--- config.mk ---
export PLATFORM = sky130hd
export DESIGN_NAME = sbf_fifo_pair
export DESIGN_NICKNAME = d
export VERILOG_FILES = /design/src/rtl/sbf_pkg.sv /design/src/rtl/sbf_flush_seq.sv /design/src/rtl/sbf_thr_reg.sv /design/src/rtl/sbf_byte_queue.sv /design/src/rtl/sbf_fifo_pair.sv
export SDC_FILE = /design/constraint.sdc
export NUM_CORES = 1
export LEC_CHECK = 0
export ABC_AREA = 1
export BUFFER_PORTS_ARGS = -buffer_cell sky130_fd_sc_hd__buf_4
export CAP_MARGIN = 40
export CORE_MARGIN = 2
export CORE_UTILIZATION = 56
export CTS_CLUSTER_DIAMETER = 30
export CTS_CLUSTER_SIZE = 16
export DETAILED_ROUTE_END_ITERATION = 8
export PLACE_DENSITY = 0.81
export REMOVE_ABC_BUFFERS = 1
export SETUP_SLACK_MARGIN = 0.05
export SYNTH_ARGS = -nofsm -noshare
export SYNTH_HDL_FRONTEND = slang
export SYNTH_HIERARCHICAL = 1
export SYNTH_SLANG_ARGS = --single-unit
--- constraint.sdc ---
create_clock -name clk -period 3.2 [get_ports clk]
set_clock_uncertainty 0.05 [all_clocks]
set_input_delay 0.48 -clock clk [delete_from_list [all_inputs] [get_ports clk]]
set_output_delay 0.48 -clock clk [all_outputs]
set_load 0.01 [all_outputs]
--- src/rtl/sbf_pkg.sv ---
package sbf_pkg;

  typedef enum int {
    CH_TX = 0,
    CH_RX = 1
  } sbf_chan_e;

  localparam int NUM_CH = 2;

  // next read/write slot with wrap at the queue depth
  function automatic int unsigned ptr_next(input int unsigned p, input int unsigned depth);
    return (p + 1 == depth) ? 0 : p + 1;
  endfunction

  // level is at or below the threshold (nearly-empty rule)
  function automatic logic lvl_low(input int unsigned lvl, input int unsigned thr);
    return lvl <= thr;
  endfunction

  // level is at or above the threshold (nearly-full rule)
  function automatic logic lvl_high(input int unsigned lvl, input int unsigned thr);
    return lvl >= thr;
  endfunction

endpackage

--- src/rtl/sbf_flush_seq.sv ---
module sbf_flush_seq #(
  parameter int CYC = 4,
  localparam int TW = $clog2(CYC + 1)
) (
  input  logic clk,
  input  logic rst_n,
  input  logic req,
  output logic clr,
  output logic busy
);

  logic [TW-1:0] remain;

  // a request is taken only while idle; clr is the accept pulse
  assign busy = (remain != '0);
  assign clr  = req && !busy;

  always_ff @(posedge clk or negedge rst_n) begin
    if (!rst_n) begin
      remain <= '0;
    end else if (clr) begin
      remain <= TW'(CYC);
    end else if (busy) begin
      remain <= remain - 1'b1;
    end
  end

endmodule

--- src/rtl/sbf_thr_reg.sv ---
module sbf_thr_reg #(
  parameter int W = 4
) (
  input  logic         clk,
  input  logic         rst_n,
  input  logic         wr,
  input  logic [W-1:0] wdata,
  output logic [W-1:0] thr
);

  always_ff @(posedge clk or negedge rst_n) begin
    if (!rst_n) begin
      thr <= '0;
    end else if (wr) begin
      thr <= wdata;
    end
  end

endmodule

--- src/rtl/sbf_byte_queue.sv ---
module sbf_byte_queue #(
  parameter int DEPTH = 16,
  parameter int DW    = 8,
  parameter int THR_W = 4,
  localparam int AW = $clog2(DEPTH),
  localparam int CW = $clog2(DEPTH + 1)
) (
  input  logic             clk,
  input  logic             rst_n,
  input  logic             clr,
  input  logic             push,
  input  logic [DW-1:0]    push_data,
  input  logic             pop,
  input  logic [THR_W-1:0] thr,
  output logic [DW-1:0]    head,
  output logic [CW-1:0]    level,
  output logic             empty,
  output logic             nempty,
  output logic             nfull,
  output logic             full,
  output logic             push_drop
);

  logic [DW-1:0] mem [DEPTH];
  logic [AW-1:0] wr_ptr;
  logic [AW-1:0] rd_ptr;
  logic          do_push;
  logic          do_pop;

  assign empty     = (level == '0);
  assign full      = (level == CW'(DEPTH));
  assign nempty    = sbf_pkg::lvl_low(32'(level), 32'(thr));
  assign nfull     = sbf_pkg::lvl_high(32'(level), 32'(thr));
  assign do_push   = push && !full && !clr;
  assign do_pop    = pop && !empty && !clr;
  assign push_drop = push && full && !clr;
  assign head      = empty ? '0 : mem[rd_ptr];

  always_ff @(posedge clk) begin
    if (do_push) begin
      mem[wr_ptr] <= push_data;
    end
  end

  always_ff @(posedge clk or negedge rst_n) begin
    if (!rst_n) begin
      wr_ptr <= '0;
      rd_ptr <= '0;
      level  <= '0;
    end else if (clr) begin
      wr_ptr <= '0;
      rd_ptr <= '0;
      level  <= '0;
    end else begin
      if (do_push) begin
        wr_ptr <= AW'(sbf_pkg::ptr_next(32'(wr_ptr), DEPTH));
      end
      if (do_pop) begin
        rd_ptr <= AW'(sbf_pkg::ptr_next(32'(rd_ptr), DEPTH));
      end
      case ({do_push, do_pop})
        2'b10:   level <= level + 1'b1;
        2'b01:   level <= level - 1'b1;
        default: level <= level;
      endcase
    end
  end

endmodule

--- src/rtl/sbf_fifo_pair.sv ---
module sbf_fifo_pair #(
  parameter int DEPTH     = 16,
  parameter int DW        = 8,
  parameter int THR_W     = 4,
  parameter int FLUSH_CYC = 4,
  localparam int CW = $clog2(DEPTH + 1)
) (
  input  logic             clk,
  input  logic             rst_n,
  input  logic             eng_en,
  input  logic             host_tx_wr,
  input  logic [DW-1:0]    host_tx_wdata,
  input  logic             host_rx_rd,
  output logic [DW-1:0]    host_rx_rdata,
  input  logic             eng_tx_pop,
  output logic [DW-1:0]    eng_tx_data,
  input  logic             eng_rx_push,
  input  logic [DW-1:0]    eng_rx_data,
  input  logic             tx_thr_wr,
  input  logic             rx_thr_wr,
  input  logic [THR_W-1:0] thr_wdata,
  input  logic             tx_flush_req,
  input  logic             rx_flush_req,
  output logic             tx_flush_busy,
  output logic             rx_flush_busy,
  input  logic             tx_ovr_clr,
  output logic             tx_ovr,
  output logic [CW-1:0]    tx_level,
  output logic [CW-1:0]    rx_level,
  output logic             tx_empty,
  output logic             tx_nempty,
  output logic             tx_nfull,
  output logic             tx_full,
  output logic             rx_empty,
  output logic             rx_nempty,
  output logic             rx_nfull,
  output logic             rx_full
);

  import sbf_pkg::*;

  logic [NUM_CH-1:0] flush_req_v;
  logic [NUM_CH-1:0] flush_clr_v;
  logic [NUM_CH-1:0] flush_busy_v;
  logic [NUM_CH-1:0] thr_wr_v;
  logic [NUM_CH-1:0] hold_v;
  logic [THR_W-1:0]  thr_v [NUM_CH];

  assign flush_req_v[CH_TX] = tx_flush_req;
  assign flush_req_v[CH_RX] = rx_flush_req;
  assign thr_wr_v[CH_TX]    = tx_thr_wr;
  assign thr_wr_v[CH_RX]    = rx_thr_wr;

  for (genvar c = 0; c < NUM_CH; c++) begin : g_ch
    sbf_flush_seq #(.CYC(FLUSH_CYC)) u_seq (
      .clk  (clk),
      .rst_n(rst_n),
      .req  (flush_req_v[c]),
      .clr  (flush_clr_v[c]),
      .busy (flush_busy_v[c])
    );
    sbf_thr_reg #(.W(THR_W)) u_thr (
      .clk  (clk),
      .rst_n(rst_n),
      .wr   (thr_wr_v[c]),
      .wdata(thr_wdata),
      .thr  (thr_v[c])
    );
    // queue is frozen in the accept cycle and for the whole busy window
    assign hold_v[c] = flush_busy_v[c] | flush_clr_v[c];
  end

  assign tx_flush_busy = flush_busy_v[CH_TX];
  assign rx_flush_busy = flush_busy_v[CH_RX];

  // named gated events, visible to the checker
  logic tx_push_ev, tx_pop_ev, rx_push_ev, rx_pop_ev, tx_drop_ev, rx_drop_ev;

  assign tx_push_ev = host_tx_wr && !hold_v[CH_TX];
  assign tx_pop_ev  = eng_en && eng_tx_pop && !hold_v[CH_TX];
  assign rx_push_ev = eng_en && eng_rx_push && !hold_v[CH_RX];
  assign rx_pop_ev  = host_rx_rd && !hold_v[CH_RX];

  sbf_byte_queue #(.DEPTH(DEPTH), .DW(DW), .THR_W(THR_W)) u_txq (
    .clk      (clk),
    .rst_n    (rst_n),
    .clr      (flush_clr_v[CH_TX]),
    .push     (tx_push_ev),
    .push_data(host_tx_wdata),
    .pop      (tx_pop_ev),
    .thr      (thr_v[CH_TX]),
    .head     (eng_tx_data),
    .level    (tx_level),
    .empty    (tx_empty),
    .nempty   (tx_nempty),
    .nfull    (tx_nfull),
    .full     (tx_full),
    .push_drop(tx_drop_ev)
  );

  sbf_byte_queue #(.DEPTH(DEPTH), .DW(DW), .THR_W(THR_W)) u_rxq (
    .clk      (clk),
    .rst_n    (rst_n),
    .clr      (flush_clr_v[CH_RX]),
    .push     (rx_push_ev),
    .push_data(eng_rx_data),
    .pop      (rx_pop_ev),
    .thr      (thr_v[CH_RX]),
    .head     (host_rx_rdata),
    .level    (rx_level),
    .empty    (rx_empty),
    .nempty   (rx_nempty),
    .nfull    (rx_nfull),
    .full     (rx_full),
    .push_drop(rx_drop_ev)
  );

  // sticky overrun: flush clears, a new drop beats a clear
  always_ff @(posedge clk or negedge rst_n) begin
    if (!rst_n) begin
      tx_ovr <= 1'b0;
    end else if (flush_clr_v[CH_TX]) begin
      tx_ovr <= 1'b0;
    end else if (tx_drop_ev) begin
      tx_ovr <= 1'b1;
    end else if (tx_ovr_clr) begin
      tx_ovr <= 1'b0;
    end
  end

endmodule

==> results.md, run 1 <==
- Power Dens Cells: 943 mW/mm^2
- Worst setup EP type: output pin
- Vias in the first global route: 9116
- Chip height: 155 um
- Post-CTS setup repair buffer count: 0
- CTS Sinks: 297
- Antenna diodes: 0
- Rel. slew slack: 54.0%
- CP arrival: 2.52 ns
- Layout cells sized above 1: 18.4%
- Crit Reg-Reg Endpoint: u_rxq/mem[10][0]
- Post-Layout Inst Area: 0.0157 mm^2
- Cell area after synthesis: 0.0128 mm^2
- GRT Overall Usage: 25.5%
- Avg Inst Size Synth: 11.5 um^2
- CTS H-Tree Depth: 2
- PortBufs: 68
- Number of fillers in the final layout: 1507
- Synth Instances: 1112
- Worst Setup Start Kind: flip-flop
- Nets: 1286
- DR WL/cell: 19.6 um
- IR drop worst, VDD: 0.708 mV
- Max_cap viols: 0
- DP Wirelength: 18.1 mm
- Ports: 69
- Reg2Reg Setup Slack: 0.42 ns
- Largest net degree at the start of global routing: 67
- DR vias: 9221
- Later-pin clock latency in the skew report: 0.56 ns
- Final Hold Viols: 0
- TritonCTS clock tree: yes
- Antenna violations before repair: 0
- Drt pass-1 iters: 5
- Site row count: 55
- Worst hold stages: 3
- Initial DRC Count: 932
- Total Wirelength: 30.4 mm
- Global route overflow: 0
- Req. time, crit path: 2.67 ns
- Reg2reg start: g_ch[1].u_seq/remain[0]
- Worst hold start: thr_wdata[0]
- Fin Setup TNS: 0 ns
- CTS clk-pin slew, worst paths: 0.05 ns
- Area grow syn2layout: 22.2%
- Outcome: finished clean
- Worst Hold End: g_ch[1].u_thr/thr[0]
- Fin. max-slew vios: 0
- Pre-CTS setup slack: 0.473 ns
- First-pass GRT wire length: 47.9 mm
- Final setup fails: 0
- CTS max path bufs: 3
- Pwr Total: 14800 uW
- CTS Buf Count: 51
- DRC Markers: 0
- RSZ-0062 raised after global routing: no
- Placed inst area: 0.0138 mm^2
- Reg2reg path depth: 12
- Initial Util: 56.8%
- Die X: 155 um
- Worst slew pin tran: 0.687 ns
- Final worst slack: 0.152 ns
- Antenna viol nets, final: 0
- DR vias/cell: 5.93
- Root Driver: clkbuf_16
- Max Clk Rate: 0.328 GHz
- Crit path max fanout: 23
- Leak: 0.00601 uW
- Post-route minimum period: 3.05 ns
- HP Class: in2reg
- Final Core Density: 69.4%
- Core box area: 0.0226 mm^2
- Tcrit/Tclk final: 95.3%
- GPL Wtd Cong: 0.868
- Ys Warns: 6
- Die area: 0.0241 mm^2
- Crit Path Class: reg2out
how the worst max path moves through the flow:
stage	start	endpoint	slack [ns]	cells past startpoint
global placement	g_ch[1].u_seq/remain[0]	u_rxq/mem[9][7]	0.59	12
finish	u_txq/rd_ptr[1]	eng_tx_data[2]	0.15	7
floorplan	u_rxq/rd_ptr[0]	host_rx_rdata[4]	0.21	7
detailed placement	g_ch[0].u_seq/remain[0]	u_txq/level[4]	0.47	19
CTS	u_rxq/rd_ptr[1]	host_rx_rdata[4]	0.10	7
global route	u_txq/rd_ptr[1]	eng_tx_data[5]	0.05	7
timing repair:
| item | 4_1_cts | 5_1_grt |
|---|---|---|
| setup endpoints to repair | 0 | 10 |
| gates resized for setup | 0 | 3 |
| endpoints found under the hold margin | 41 | 0 |
| hold buffers | 1 | 0 |
per-stage QoR:
step           hold slack (ns)  cells
2_1_floorplan            0.134   1064
3_3_place_gp             0.410   1459
3_5_place_dp             0.412   1459
4_1_cts                 0.0703   1555
5_1_grt                 0.0781   1555
6_report                0.0860   1555
power breakdown:
part           switching [uW]  leakage [uW]  internal [uW]  total [uW]
clock                    1910      0.000870           3700        5610
combinational            2870       0.00232           1590        4470
sequential                236       0.00282           4450        4680
total                    5020       0.00601           9740       14800
cell usage in the layout, fill, tap and decap left out, drive strengths merged, types with 2 or more instances in the layout:
cell,instances
clkinvlp,8
o21bai,2
nand3,53
or2,2
nand2,127
dfrtp,41
edfxtp,256
clkinv,20
clkbuf,59
a211o,2
xnor2,2
nand4,6
o22ai,22
ha,26
o21ai,164
xor2,4
nor3,6
nand3b,2
buf,110
a21oi,19
inv,77
bufinv,8
o221ai,44
nor2,208
worst max-delay path, cell delays in order, from the launching register on:
cell	delay [ns]
dfrtp_1	0.38
inv_1	0.27
buf_4	0.35
o21ai_0	0.16
o221ai_1	0.25
nand3_1	0.13
a21oi_1	0.26
buf_4	0.17
metal layers:
layer  vias up  routed length [um]  GRT usage [%]
li1       4237                   -              -
met1      4448               12000           32.7
met2       467               15100           43.9
met3        69                2420           4.43
met4         0                 845           9.65
met5         -                   0              0
flip-flops by register name, summed over array words and instances, names as in the netlist:
signal / flops
g_ch.u_thr/thr: 8
u_txq/level: 5
u_rxq/rd_ptr: 4
u_rxq/wr_ptr: 4
u_rxq/mem: 128
u_rxq/level: 5
tx_ovr: 1
u_txq/rd_ptr: 4
u_txq/wr_ptr: 4
g_ch.u_seq/remain: 6
u_txq/mem: 128
final cells by class:
| class | count | area [um^2] | share of cell area, % |
|---|---|---|---|
| well taps | 285 | 357 | 2.28 |
| clock inverters | 36 | 469 | 3.00 |
| inverters | 77 | 302 | 1.93 |
| flip-flops and latches | 297 | 8720 | 55.7 |
| clock buffers | 59 | 1350 | 8.61 |
| repair buffers | 111 | 865 | 5.52 |
| multi-input cells | 690 | 3600 | 23.0 |
Power figures use the tool's default switching activity.
==> run 2: changes to the inputs <==
--- a/config.mk
+++ b/config.mk
@@ -13,6 +13,7 @@
 export CTS_CLUSTER_DIAMETER = 30
 export CTS_CLUSTER_SIZE = 16
 export DETAILED_ROUTE_END_ITERATION = 8
+export GPL_TIMING_DRIVEN = 0
 export PLACE_DENSITY = 0.81
 export REMOVE_ABC_BUFFERS = 1
 export SETUP_SLACK_MARGIN = 0.05
==> run 2 against run 1 <==
Effect of this change:
- sequential share of layout area is essentially flat
- cell count shrank 1.7%
- sequential cell count is the same
- die area is the same
- power grew 0.78%
- hold slack gained 0.0070 ns
- non-clock buffer count shrank 25
- global-route usage shrank 0.66 points
- critical endpoint is now host_rx_rdata[4]
==> results.md, run 2 (synthesis gave the netlist of run 1 again) <==
- Initial DRC Count: 1052 (+13%)
- Nets: 1260 (-2.0%)
- PortBufs: 68 (unchanged)
- Chip height: 155 um (unchanged)
- Final Core Density: 69.5% (+0.12 points)
- Power Dens Cells: 949 mW/mm^2 (+0.62%)
- Number of fillers in the final layout: 1493 (-0.93%)
- Tcrit/Tclk final: 96.2% (+0.93 points)
- Outcome: finished clean
- Critical path's largest stage delay: 0.42 ns (+0.04 ns)
- Final setup fails: 0 (unchanged)
- Rel. slew slack: 42.1% (-12 points)
- IR drop worst, VDD: 0.681 mV (-3.7%)
- Placed inst area: 0.0137 mm^2 (-1.0%)
- Core box area: 0.0226 mm^2 (unchanged)
- Pwr Total: 14900 uW (+0.78%)
- Worst Hold End: g_ch[1].u_thr/thr[0]
- Area grow syn2layout: 22.4%
- RSZ-0062 raised after global routing: yes
- Worst setup EP type: output pin
- First-pass GRT wire length: 46.6 mm (-2.6%)
- Worst hold start: thr_wdata[0]
- Fin. max-slew vios: 0 (unchanged)
- Ports: 69 (unchanged)
- Final worst slack: 0.122 ns (-0.0297 ns)
- WHS: 0.0929 ns (+0.00695 ns)
- Global route overflow: 0 (unchanged)
- Leak: 0.00592 uW (-1.5%)
- Largest net degree at the start of global routing: 56 (-16%)
- Antenna diodes: 0 (unchanged)
- Die area: 0.0241 mm^2 (unchanged)
- Reg2Reg Setup Slack: 0.16 ns (-0.26 ns)
- Vias in the first global route: 9033 (-0.91%)
- Crit-path cells: buf_12 -> inv_16 -> buf_16 -> o21ai_0 -> o22ai_1 -> nor2_1 -> nor2_1 -> o21ai_0 -> a21oi_1 -> buf_4
- Worst slew pin tran: 0.865 ns (+0.177 ns)
- Crit Path Class: reg2out
- CTS Sinks: 297 (unchanged)
- DR vias: 9199 (-0.24%)
- DR WL/cell: 19.6 um (about the same)
- Later-pin clock latency in the skew report: 0.57 ns (about the same)
- GPL Wtd Cong: 0.871 (+0.31%)
- DR vias/cell: 6.02 (+1.5%)
- Post-Layout Inst Area: 0.0157 mm^2 (+0.17%)
- CTS Buf Count: 50 (-2.0%)
- Max Clk Rate: 0.325 GHz (-0.96%)
- CTS clk-pin slew, worst paths: 0.05 ns (about the same)
- TritonCTS clock tree: yes
- HP Class: in2reg
- CTS max path bufs: 3 (unchanged)
- Post-route minimum period: 3.08 ns (+0.0297 ns)
- Req. time, crit path: 2.67 ns (about the same)
- Critical-path top delay cell: dfrtp_2
- Total Wirelength: 29.9 mm (-1.7%)
- DRC Markers: 0 (unchanged)
- Antenna viol nets, final: 0 (unchanged)
- Final Hold Viols: 0 (unchanged)
- Biggest regs: u_rxq/mem: 128 flops, u_txq/mem: 128 flops, g_ch.u_thr/thr: 8 flops
- Initial Util: 56.8% (unchanged)
- Pre-CTS setup slack: 0.203 ns (-0.271 ns)
- Max_cap viols: 0 (unchanged)
- Root Driver: clkbuf_16
- Worst Setup Start Kind: flip-flop
- CP arrival: 2.55 ns (+0.03 ns)
- Reg2reg path depth: 12 (unchanged)
- Most frequent cells in the layout: edfxtp_1, nor2_1, o21ai_0
- Layout cells sized above 1: 18.8% (+0.40 points)
- Crit Reg-Reg Endpoint: u_rxq/mem[15][2]
- Die X: 155 um (unchanged)
- CTS H-Tree Depth: 2 (unchanged)
- Reg2reg start: g_ch[1].u_seq/remain[0]
- Antenna violations before repair: 0 (unchanged)
- GRT Overall Usage: 24.9% (-0.66 points)
- Crit path max fanout: 55 (+140%)
- Worst hold stages: 3 (unchanged)
- DP Wirelength: 17.7 mm (-2.3%)
- Drt pass-1 iters: 5 (unchanged)
- Commonest non-fill, non-tap cell in the layout: edfxtp_1
- Site row count: 55 (unchanged)
## run 2: how the worst max path moves through the flow
| stage | start | to | depth (start not counted) |
|---|---|---|---|
| after detailed placement | u_rxq/rd_ptr[0] | host_rx_rdata[4] | 10 |
| final | u_rxq/rd_ptr[0] | host_rx_rdata[4] | 10 |
| after global routing | g_ch[1].u_seq/remain[0] | u_rxq/mem[15][2] | 12 |
| after global placement | u_rxq/rd_ptr[0] | host_rx_rdata[4] | 8 |
| after floorplan | u_rxq/rd_ptr[0] | host_rx_rdata[4] | 7 |
| after CTS | u_txq/rd_ptr[0] | eng_tx_data[4] | 8 |
## run 2: area by class of cell
type	count	area (um^2)	area share (%)
clock buffer	59	1310	8.32
multi-input combinational	690	3670	23.4
tap	285	357	2.27
timing repair buffer	86	823	5.25
sequential	297	8720	55.6
inverter	77	334	2.13
clock inverter	34	469	2.99
## run 2: worst max-delay path, delay by kind of cell (launching register included)
family,cells,cell delay [ns]
AO/OA/AOI/OAI,4,0.69
buffers and inverters,4,0.70
flip-flops,1,0.42
AND/OR/NAND/NOR,2,0.16
## run 2: layer usage
metal  routed length, um  share of wire [%]  global-route usage, %
met1               11300                 38                   31.0
met2               15300                 51                   43.7
met3                2590                8.7                   4.32
met4                 763                2.6                   9.48
met5                   0                  0                      0
## run 2: metrics by stage
step                setup TNS [ns]  instances
finish                           0       1528
global route                -0.628       1528
CTS                              0       1525
detailed placement               0       1427
global placement            -15.86       1417
floorplan                        0       1064
## run 2: timing repair
item / in CTS / in global routing
resized for setup: 14 / 32
cloned: 1 / 1
buffers inserted: 3 / 2
pin swaps: 1 / 2
endpoints found under the hold margin: 41 / 0
setup endpoints to repair: 16 / 193
hold buffers: 1 / 0
## run 2: report_power, final
group	total, uW	internal [uW]	leakage (uW)	switching [uW]
Combinational	4580	1780	0.00225	2800
Clock	5490	3650	0.000852	1830
Sequential	4810	4450	0.00281	351
Total	14900	9890	0.00592	4990
